`config.mk`:
```
export PLATFORM = sky130hd
export DESIGN_NAME = spi_sck_prescaler
export DESIGN_NICKNAME = d
export VERILOG_FILES = /design/src/rtl/spk_pkg.sv /design/src/rtl/spk_ratio_decode.sv /design/src/rtl/spk_field_watch.sv /design/src/rtl/spk_phase_fsm.sv /design/src/rtl/spi_sck_prescaler.sv
export SDC_FILE = /design/constraint.sdc
export NUM_CORES = 1
export LEC_CHECK = 0
export ABC_AREA = 1
export BUFFER_PORTS_ARGS = -buffer_cell sky130_fd_sc_hd__buf_2
export CELL_PAD_IN_SITES_DETAIL_PLACEMENT = 0
export CELL_PAD_IN_SITES_GLOBAL_PLACEMENT = 1
export CORE_UTILIZATION = 40
export CTS_BUF_LIST = sky130_fd_sc_hd__clkbuf_8
export CTS_CLUSTER_DIAMETER = 150
export DETAILED_ROUTE_END_ITERATION = 8
export PLACE_DENSITY_LB_ADDON = 0.1
export SYNTH_ARGS = -nofsm -noshare
export SYNTH_HDL_FRONTEND = slang
export SYNTH_HIERARCHICAL = 1
export SYNTH_SLANG_ARGS = --single-unit
```
`constraint.sdc`:
```
create_clock -name clk -period 3.7 [get_ports clk]
set_input_delay 0.37 -clock clk [delete_from_list [all_inputs] [get_ports clk]]
set_output_delay 0.37 -clock clk [all_outputs]
set_load 0.01 [all_outputs]
```
`src/rtl/spk_pkg.sv`:
```
package spk_pkg;

    // Width of the decoded divider: 15 << 7 = 1920 needs 11 bits
    localparam int DIV_W   = 11;
    localparam int FLD_W   = 8;
    localparam int MIN_DIV = 4;

    typedef enum logic [1:0] {
        PH_IDLE  = 2'd0,
        PH_LEAD  = 2'd1,
        PH_TRAIL = 2'd2
    } phase_e;

endpackage

```
`src/rtl/spk_ratio_decode.sv`:
```
module spk_ratio_decode
    import spk_pkg::*;
#(
    parameter bit EXP_MODE = 1'b1
) (
    input  logic [FLD_W-1:0] fld,
    output logic [DIV_W-1:0] div,
    output logic [DIV_W-1:0] half_lead,
    output logic [DIV_W-1:0] half_trail
);

    localparam int MANT_W = 4;
    localparam int EXPN_W = 3;
    localparam int LEG_W  = 5;
    localparam logic [LEG_W-1:0] LEG_FLOOR = LEG_W'(5'h12);

    logic [DIV_W-1:0] raw;

    generate
        if (EXP_MODE) begin : g_exp
            logic [MANT_W-1:0] mant;
            logic [EXPN_W-1:0] expn;
            always_comb begin
                mant = fld[3:0];
                // exponent bit 0 lives apart from bits 2:1; field bit 5 is skipped
                expn = {fld[7], fld[6], fld[4]};
                raw  = DIV_W'(mant) << expn;
            end
        end else begin : g_leg
            logic [LEG_W-1:0] low;
            always_comb begin
                low = fld[LEG_W-1:0];
                if (low < LEG_FLOOR)
                    raw = '0;
                else
                    raw = DIV_W'({low[3:0], 1'b0});
            end
        end
    endgenerate

    always_comb begin
        if (raw < DIV_W'(MIN_DIV))
            div = DIV_W'(MIN_DIV);
        else
            div = raw;
        half_lead  = div >> 1;
        half_trail = div - half_lead;
    end

endmodule

```
`src/rtl/spk_field_watch.sv`:
```
module spk_field_watch
    import spk_pkg::*;
(
    input  logic             clk,
    input  logic             rst_n,
    input  logic [FLD_W-1:0] fld,
    output logic             changed
);

    logic [FLD_W-1:0] fld_q;

    always_ff @(posedge clk) begin
        if (!rst_n)
            fld_q <= '0;
        else
            fld_q <= fld;
    end

    assign changed = (fld != fld_q);

endmodule

```
`src/rtl/spk_phase_fsm.sv`:
```
module spk_phase_fsm
    import spk_pkg::*;
(
    input  logic             clk,
    input  logic             rst_n,
    input  logic             run,
    input  logic             restart,
    input  logic             cpol,
    input  logic [DIV_W-1:0] half_lead,
    input  logic [DIV_W-1:0] half_trail,
    output logic             sck,
    output logic             lead_stb,
    output logic             trail_stb
);

    phase_e           state_q, state_d;
    logic [DIV_W-1:0] cnt_q, cnt_d;
    logic             fresh_q, fresh_d;
    logic             halt;

    assign halt = !run || restart;

    // next-state and counter reload
    always_comb begin
        state_d = state_q;
        cnt_d   = cnt_q;
        fresh_d = 1'b0;
        unique case (state_q)
            PH_IDLE: begin
                if (!halt) begin
                    state_d = PH_LEAD;
                    cnt_d   = half_lead - DIV_W'(1);
                    fresh_d = 1'b1;
                end
            end
            PH_LEAD: begin
                if (halt) begin
                    state_d = PH_IDLE;
                    cnt_d   = '0;
                end else if (cnt_q == '0) begin
                    state_d = PH_TRAIL;
                    cnt_d   = half_trail - DIV_W'(1);
                    fresh_d = 1'b1;
                end else begin
                    cnt_d = cnt_q - DIV_W'(1);
                end
            end
            PH_TRAIL: begin
                if (halt) begin
                    state_d = PH_IDLE;
                    cnt_d   = '0;
                end else if (cnt_q == '0) begin
                    state_d = PH_LEAD;
                    cnt_d   = half_lead - DIV_W'(1);
                    fresh_d = 1'b1;
                end else begin
                    cnt_d = cnt_q - DIV_W'(1);
                end
            end
            default: begin
                state_d = PH_IDLE;
                cnt_d   = '0;
            end
        endcase
    end

    // state register
    always_ff @(posedge clk) begin
        if (!rst_n) begin
            state_q <= PH_IDLE;
            cnt_q   <= '0;
            fresh_q <= 1'b0;
        end else begin
            state_q <= state_d;
            cnt_q   <= cnt_d;
            fresh_q <= fresh_d;
        end
    end

    // outputs
    always_comb begin
        sck       = cpol;
        lead_stb  = 1'b0;
        trail_stb = 1'b0;
        unique case (state_q)
            PH_IDLE: ;
            PH_LEAD: begin
                sck      = !cpol;
                lead_stb = fresh_q;
            end
            PH_TRAIL: begin
                trail_stb = fresh_q;
            end
            default: ;
        endcase
    end

endmodule

```
`src/rtl/spi_sck_prescaler.sv`:
```
module spi_sck_prescaler
    import spk_pkg::*;
#(
    parameter bit EXP_MODE = 1'b1
) (
    input  logic             clk,
    input  logic             rst_n,
    input  logic [FLD_W-1:0] prescale_fld,
    input  logic             run,
    input  logic             cpol,
    output logic             sck,
    output logic             lead_stb,
    output logic             trail_stb
);

    logic [DIV_W-1:0] div_w;
    logic [DIV_W-1:0] hi_w;
    logic [DIV_W-1:0] lo_w;
    logic             chg_w;

    spk_ratio_decode #(
        .EXP_MODE (EXP_MODE)
    ) u_dec (
        .fld        (prescale_fld),
        .div        (div_w),
        .half_lead  (hi_w),
        .half_trail (lo_w)
    );

    spk_field_watch u_watch (
        .clk     (clk),
        .rst_n   (rst_n),
        .fld     (prescale_fld),
        .changed (chg_w)
    );

    spk_phase_fsm u_fsm (
        .clk        (clk),
        .rst_n      (rst_n),
        .run        (run),
        .restart    (chg_w),
        .cpol       (cpol),
        .half_lead  (hi_w),
        .half_trail (lo_w),
        .sck        (sck),
        .lead_stb   (lead_stb),
        .trail_stb  (trail_stb)
    );

endmodule

```
==> summary.txt, run 1 <==
Run status
  • Status: completed

Global route
  • First-pass GRT wire length: 11900 µm
  • Overflow after GRT: 0
  • Vias in the first global route: 2531
  • Largest net degree at the start of global routing: 14
  • GRT Total Usage: 0.203
  • Initial antenna violation count: 0

Pwr
  • Peak supply drop: 192 µV
  • Final Power: 1.62 mW
  • Static leakage: 1.52 nW
  • Power Dens Cells: 532 nW/µm²

Finish
  • N_diodes: 0
  • Final layout net count: 506
  • Commonest non-fill, non-tap cells in the layout: nand2_1, inv_1, nor2_1, nand3_1, dfxtp_1
  • Fin area: 3040 µm²
  • P&R area growth vs syn: 7.92%
  • Share of cells above drive strength 1: 0.140
  • Commonest non-fill, non-tap cell in the layout: nand2_1

Timing
  • Worst Max-Slew Pin Slew: 0.516 ns
  • Final Max Tran Viols: 0
  • Minimum clock period: 3.34 ns
  • Fmax: 299 MHz
  • Final setup vio count: 0
  • Final hold violations: 0
  • Final hold slack: 0.310 ns
  • Final setup skew: 0.0109 ns
  • Final worst slack: 0.358 ns
  • Period utilization: 0.903
  • Max-slew headroom: 0.653

Routing
  • Vias per cell: 4.79
  • 1st-pass router iterations: 4
  • DRT iter0 DRCs: 81
  • DR vias: 2727
  • DRC Markers: 0
  • Per-cell routed wire length: 12.2 µm
  • Drt total wl: 6970 µm
  • Post-route ant nets: 0

Placement
  • GPL Wtd Cong: 0.859
  • Post-detail-place hpwl: 5810 µm
  • IO Port Bufs: 14
  • Pre-CTS setup slack: -0.0148 ns
  • Area after DPL: 2950 µm²

Critical path
  • CP max FO: 8
  • Critical Path AT: 3.49 ns
  • Startpoint types: input port
  • CP Capture Type: flip-flop
  • Max incr delay on CP: 0.28 ns
  • Required time of the worst setup path: 3.85 ns
  • Cell mode on critical path: nand2_1
  • Crit Path Category: input port to flip-flop
  • Slowest library cell on the worst path: a211o_1

Clocking
  • CTS tree: yes
  • CTS Hold Bufs: 0
  • Max clock buf depth: 2
  • Post-CTS sizing: 0
  • H-tree lvl count: 1
  • Clock transition at the registers of the reported paths: 0.09 ns
  • CTS root buf: clkbuf_8
  • Clock Sinks: 22
  • Post-CTS setup buffer count: 0
  • Later-pin clock latency in the skew report: 0.28 ns
  • CTS buffer count: 3

Die
  • Die Area: 7370 µm²
  • Initial cell density of the core: 0.414
  • # IOs: 15
  • Die height: 85.9 µm
  • # rows: 30
  • Core area: 6790 µm²
  • Die X: 85.9 µm

Yosys
  • Synth Warn #: 6
  • Mapped cell area: 2810 µm²
  • Syn nets: 495
  • Syn_area_per_cell: 6.07 µm²
  • Post-Syn Instances: 463

Worst hold path
  • Worst min path class: input port to flip-flop

Job
  • # Max-Cap Violations: 0
metrics by stage:
step | util | TNS (ns) | std cells
3_3_place_gp | 0.434 | 0 | 565
5_1_grt | 0.447 | -0.00832 | 569
4_1_cts | 0.445 | 0 | 569
2_1_floorplan | - | 0 | 463
6_report | 0.447 | 0 | 569
3_5_place_dp | 0.434 | -0.0148 | 565
path summary, 6_finish.rpt:
path	startpoint	endpoint	slack, ns	depth (start not counted)
min reg2reg	u_fsm/cnt_q[1]	u_fsm/cnt_q[1]	0.47	2
max reg2reg	u_watch/fld_q[3]	u_fsm/cnt_q[7]	1.75	11
max	prescale_fld[6]	u_fsm/cnt_q[10]	0.36	27
min	prescale_fld[5]	u_watch/fld_q[5]	0.31	3
sequential cells by signal, indices dropped and copies added (netlist names):
signal / cells
u_fsm/cnt_q: 11
u_watch/fld_q: 8
u_fsm/state_q: 2
u_fsm/fresh_q: 1
cell type report:
| class | count | area, µm² |
|---|---|---|
| repair buffers | 22 | 130 |
| multi-input cells | 356 | 2010 |
| well taps | 96 | 120 |
| inverters | 69 | 262 |
| clock buffers | 3 | 41.3 |
| clock inverters | 1 | 30.0 |
| flip-flops and latches | 22 | 440 |
| fillers | 736 | 3760 |
worst max-delay path: cells and delay by family:
| family | cells | cell delay [ns] |
|---|---|---|
| AO/OA/AOI/OAI | 2 | 0.33 |
| XOR/XNOR | 1 | 0.17 |
| adder cells (fa/ha/maj) | 3 | 0.72 |
| buffers and inverters | 3 | 0.35 |
| AND/OR/NAND/NOR | 18 | 1.56 |
layer usage:
| layer | vias up | share of wire | GRT usage |
|---|---|---|---|
| met4 | 0 | 0.012 | 0.0485 |
| met5 | - | 0 | 0 |
| met1 | 1220 | 0.48 | 0.261 |
| li1 | 1474 | - | - |
| met3 | 7 | 0.025 | 0.0260 |
| met2 | 26 | 0.48 | 0.360 |
power breakdown:
group	switching [mW]	internal, mW
sequential	0.0361	0.275
clock	0.0889	0.145
combinational	0.705	0.365
total	0.830	0.785
Power figures use the tool's default switching activity.
==> run 2, diff against run 1 <==
--- a/config.mk
+++ b/config.mk
@@ -16,5 +16,4 @@
 export PLACE_DENSITY_LB_ADDON = 0.1
 export SYNTH_ARGS = -nofsm -noshare
 export SYNTH_HDL_FRONTEND = slang
-export SYNTH_HIERARCHICAL = 1
 export SYNTH_SLANG_ARGS = --single-unit
==> summary.txt, run 2 <==
Timing
  • Final Max Tran Viols: 0 (unchanged)
  • Setup tns final: 0 ns (unchanged)
  • Period utilization: 0.888 (-0.0152)
  • Final hold violations: 0 (unchanged)
  • Final setup skew: 0.00276 ns (-0.00816 ns)
  • Max-slew headroom: 0.665 (+0.0118)
  • Final worst slack: 0.415 ns (+0.0563 ns)
  • Final setup vio count: 0 (unchanged)
  • Worst Max-Slew Pin Slew: 0.490 ns (-0.0267 ns)
  • Final hold slack: 0.316 ns (+0.00568 ns)
  • RSZ-0062 raised after global routing: false
  • Minimum clock period: 3.29 ns (-0.0563 ns)
  • Fmax: 304 MHz (+1.7%)

Pwr
  • Static leakage: 1.60 nW (+5.0%)
  • Power Dens Cells: 325 nW/µm² (-39%)
  • Cell Int Power: 0.526 mW (-33%)
  • Seq pwr share: 0.273 (+0.080)
  • Switching power: 0.443 mW (-47%)
  • Comb pwr share: 0.540 (-0.123)
  • Peak supply drop: 153 µV (-20%)
  • Sw Share: 0.457 (-0.0571)
  • Clock power frac: 0.187 (+0.042)
  • Final Power: 0.969 mW (-40%)

Yosys
  • Most instantiated cells after synthesis: nand2_1, inv_1, ha_1
  • Syn nets: 473 (-4.4%)
  • Post-Syn Instances: 428 (-7.6%)
  • Syn_area_per_cell: 6.40 µm² (+5.3%)
  • Ys flop type: dfxtp_1
  • Synth top area cells: nand2_1, dfxtp_1, ha_1
  • Synth cell types: 46
  • FF+latch count, synth: 22
  • Top cell type's share of synthesized area: 0.181
  • Most numerous cell in the Yosys netlist: nand2_1
  • Asr flop ratio synth: 0
  • Post-synthesis sequential area ratio: 0.161
  • Synth Warn #: 0 (-6)
  • Area leader, netlist: nand2_1
  • Number of synthesized flops with an enable pin: 0
  • Mapped cell area: 2740 µm² (-2.7%)

Die
  • # IOs: 15 (unchanged)
  • # rows: 29 (-3.3%)
  • Die X: 84.7 µm (-1.3%)
  • Initial cell density of the core: 0.421 (+0.00750)
  • Die height: 84.7 µm (-1.3%)
  • Die Area: 7180 µm² (-2.6%)
  • Core area: 6490 µm² (-4.4%)

Placement
  • Post-detail-place hpwl: 5780 µm (-0.39%)
  • IO Port Bufs: 14 (unchanged)
  • GPL Wtd Cong: 0.882 (+2.6%)
  • Pre-CTS setup slack: 0.129 ns (+0.143 ns)
  • Area after DPL: 2920 µm² (-0.85%)

Finish
  • Fillers: 706 (-4.1%)
  • Largest register FFs: 11 (unchanged)
  • Commonest non-fill, non-tap cell in the layout: nand2_1
  • Share of cells above drive strength 1: 0.161 (+0.0215)
  • Commonest non-fill, non-tap cells in the layout: nand2_1, inv_1, ha_1, nand3_1, a21oi_1
  • Biggest register: u_fsm.cnt_q
  • Largest registers: u_fsm.cnt_q x11, u_watch.fld_q x8, u_fsm.state_q x2
  • N_diodes: 0 (unchanged)
  • Fin area: 2980 µm² (-1.9%)
  • P&R area growth vs syn: 8.82%
  • Final layout net count: 493 (-2.6%)

Worst hold path
  • Worst min path class: input port to flip-flop
  • Min-Delay Path Depth: 3 (unchanged)

Global route
  • Overflow after GRT: 0 (unchanged)
  • Vias in the first global route: 2476 (-2.2%)
  • GRT Total Usage: 0.206 (+0.00270)
  • First-pass GRT wire length: 11700 µm (-2.2%)
  • Initial antenna violation count: 0 (unchanged)
  • Largest net degree at the start of global routing: 15 (+1)

Routing
  • 1st-pass router iterations: 4 (unchanged)
  • Vias per cell: 4.99 (+4.1%)
  • DR vias: 2614 (-4.1%)
  • DRT iter0 DRCs: 96 (+19%)
  • Per-cell routed wire length: 13.3 µm (+8.5%)
  • Drt total wl: 6960 µm (-0.10%)
  • Post-route ant nets: 0 (unchanged)
  • DRC Markers: 0 (unchanged)

Clocking
  • Max clock buf depth: 2 (unchanged)
  • Clock transition at the registers of the reported paths: 0.09 ns (about the same)
  • H-tree lvl count: 1 (unchanged)
  • Clock Sinks: 22 (unchanged)
  • CTS root buf: clkbuf_8
  • CTS buffer count: 3 (unchanged)
  • Later-pin clock latency in the skew report: 0.27 ns (about the same)
  • CTS Hold Bufs: 0 (unchanged)
  • Post-CTS setup buffer count: 0 (unchanged)
  • CTS tree: yes
  • Post-CTS sizing: 0 (unchanged)

Critical path
  • Crit Path Category: input port to flip-flop
  • Worst path bufs/invs: 4 (+1)
  • Cell mode on critical path: nand2_1
  • Critical Path AT: 3.43 ns (-0.06 ns)
  • CP max FO: 8 (unchanged)
  • Startpoint types: input port
  • Required time of the worst setup path: 3.84 ns (about the same)
  • CP Capture Type: flip-flop
  • Crit. path cell count: 26 (-3.7%)
  • Slowest library cell on the worst path: fa_1
  • Max incr delay on CP: 0.39 ns (+0.11 ns)
  • Top delay family on crit path: simple AND/OR/NAND/NOR gates
  • Worst R2R Path Depth: 16 (+5)

Run status
  • Status: completed

Job
  • # Max-Cap Violations: 0 (unchanged)
## run 2: path summary, 6_finish.rpt
check        slack [ns]       startpoint               end
max                0.41  prescale_fld[6]   u_fsm.cnt_q[10]
min                0.32  prescale_fld[5]  u_watch.fld_q[5]
max reg2reg        1.39   u_fsm.cnt_q[0]    u_fsm.cnt_q[9]
min reg2reg        0.47   u_fsm.cnt_q[1]    u_fsm.cnt_q[1]
## run 2: cell families (layout without fill, tap and decap cells)
group,count (synthesis),after routing,share of synthesized area
adder cells (fa/ha/maj),33,33,0.154
AO/OA/AOI/OAI,56,56,0.121
AND/OR/NAND/NOR,221,221,0.393
buffers and inverters,78,97,0.112
flip-flops,22,22,0.161
XOR/XNOR,18,18,0.0603
## run 2: through the flow
| stage | cells | util |
|---|---|---|
| finish | 524 | 0.459 |
| global route | 524 | 0.459 |
| CTS | 524 | 0.459 |
| detailed placement | 520 | 0.450 |
| global placement | 520 | 0.450 |
| floorplan | 428 | - |
## run 2: routing by layer
layer,track usage,up-vias,wire [µm]
met5,0,-,0
met4,0.0539,0,91
met3,0.0295,8,197
met2,0.371,33,3460
met1,0.255,1188,3210
li1,-,1385,-
## run 2: worst min-delay path, delay by kind of cell
family                 cells  cell delay, ns
buffers and inverters      2            0.15
and+or+nand+nor            1            0.05
## run 2: area by class of cell
| class | count | area (µm²) | area share |
|---|---|---|---|
| flip-flops and latches | 22 | 440 | 0.148 |
| repair buffers | 22 | 130 | 0.0437 |
| well taps | 77 | 96.3 | 0.0323 |
| clock buffers | 4 | 55.1 | 0.0185 |
| inverters | 71 | 267 | 0.0895 |
| multi-input cells | 328 | 1990 | 0.668 |
## run 2: power by group through the flow
stage | Combinational, mW | Clock [mW] | Sequential [mW]
finish | 0.523 | 0.181 | 0.264
global route | 0.599 | 0.196 | 0.266
CTS | 0.527 | 0.188 | 0.264
detailed placement | 0.525 | 0 | 0.270
global placement | 0.526 | 0 | 0.270
floorplan | 0.403 | 0 | 0.267
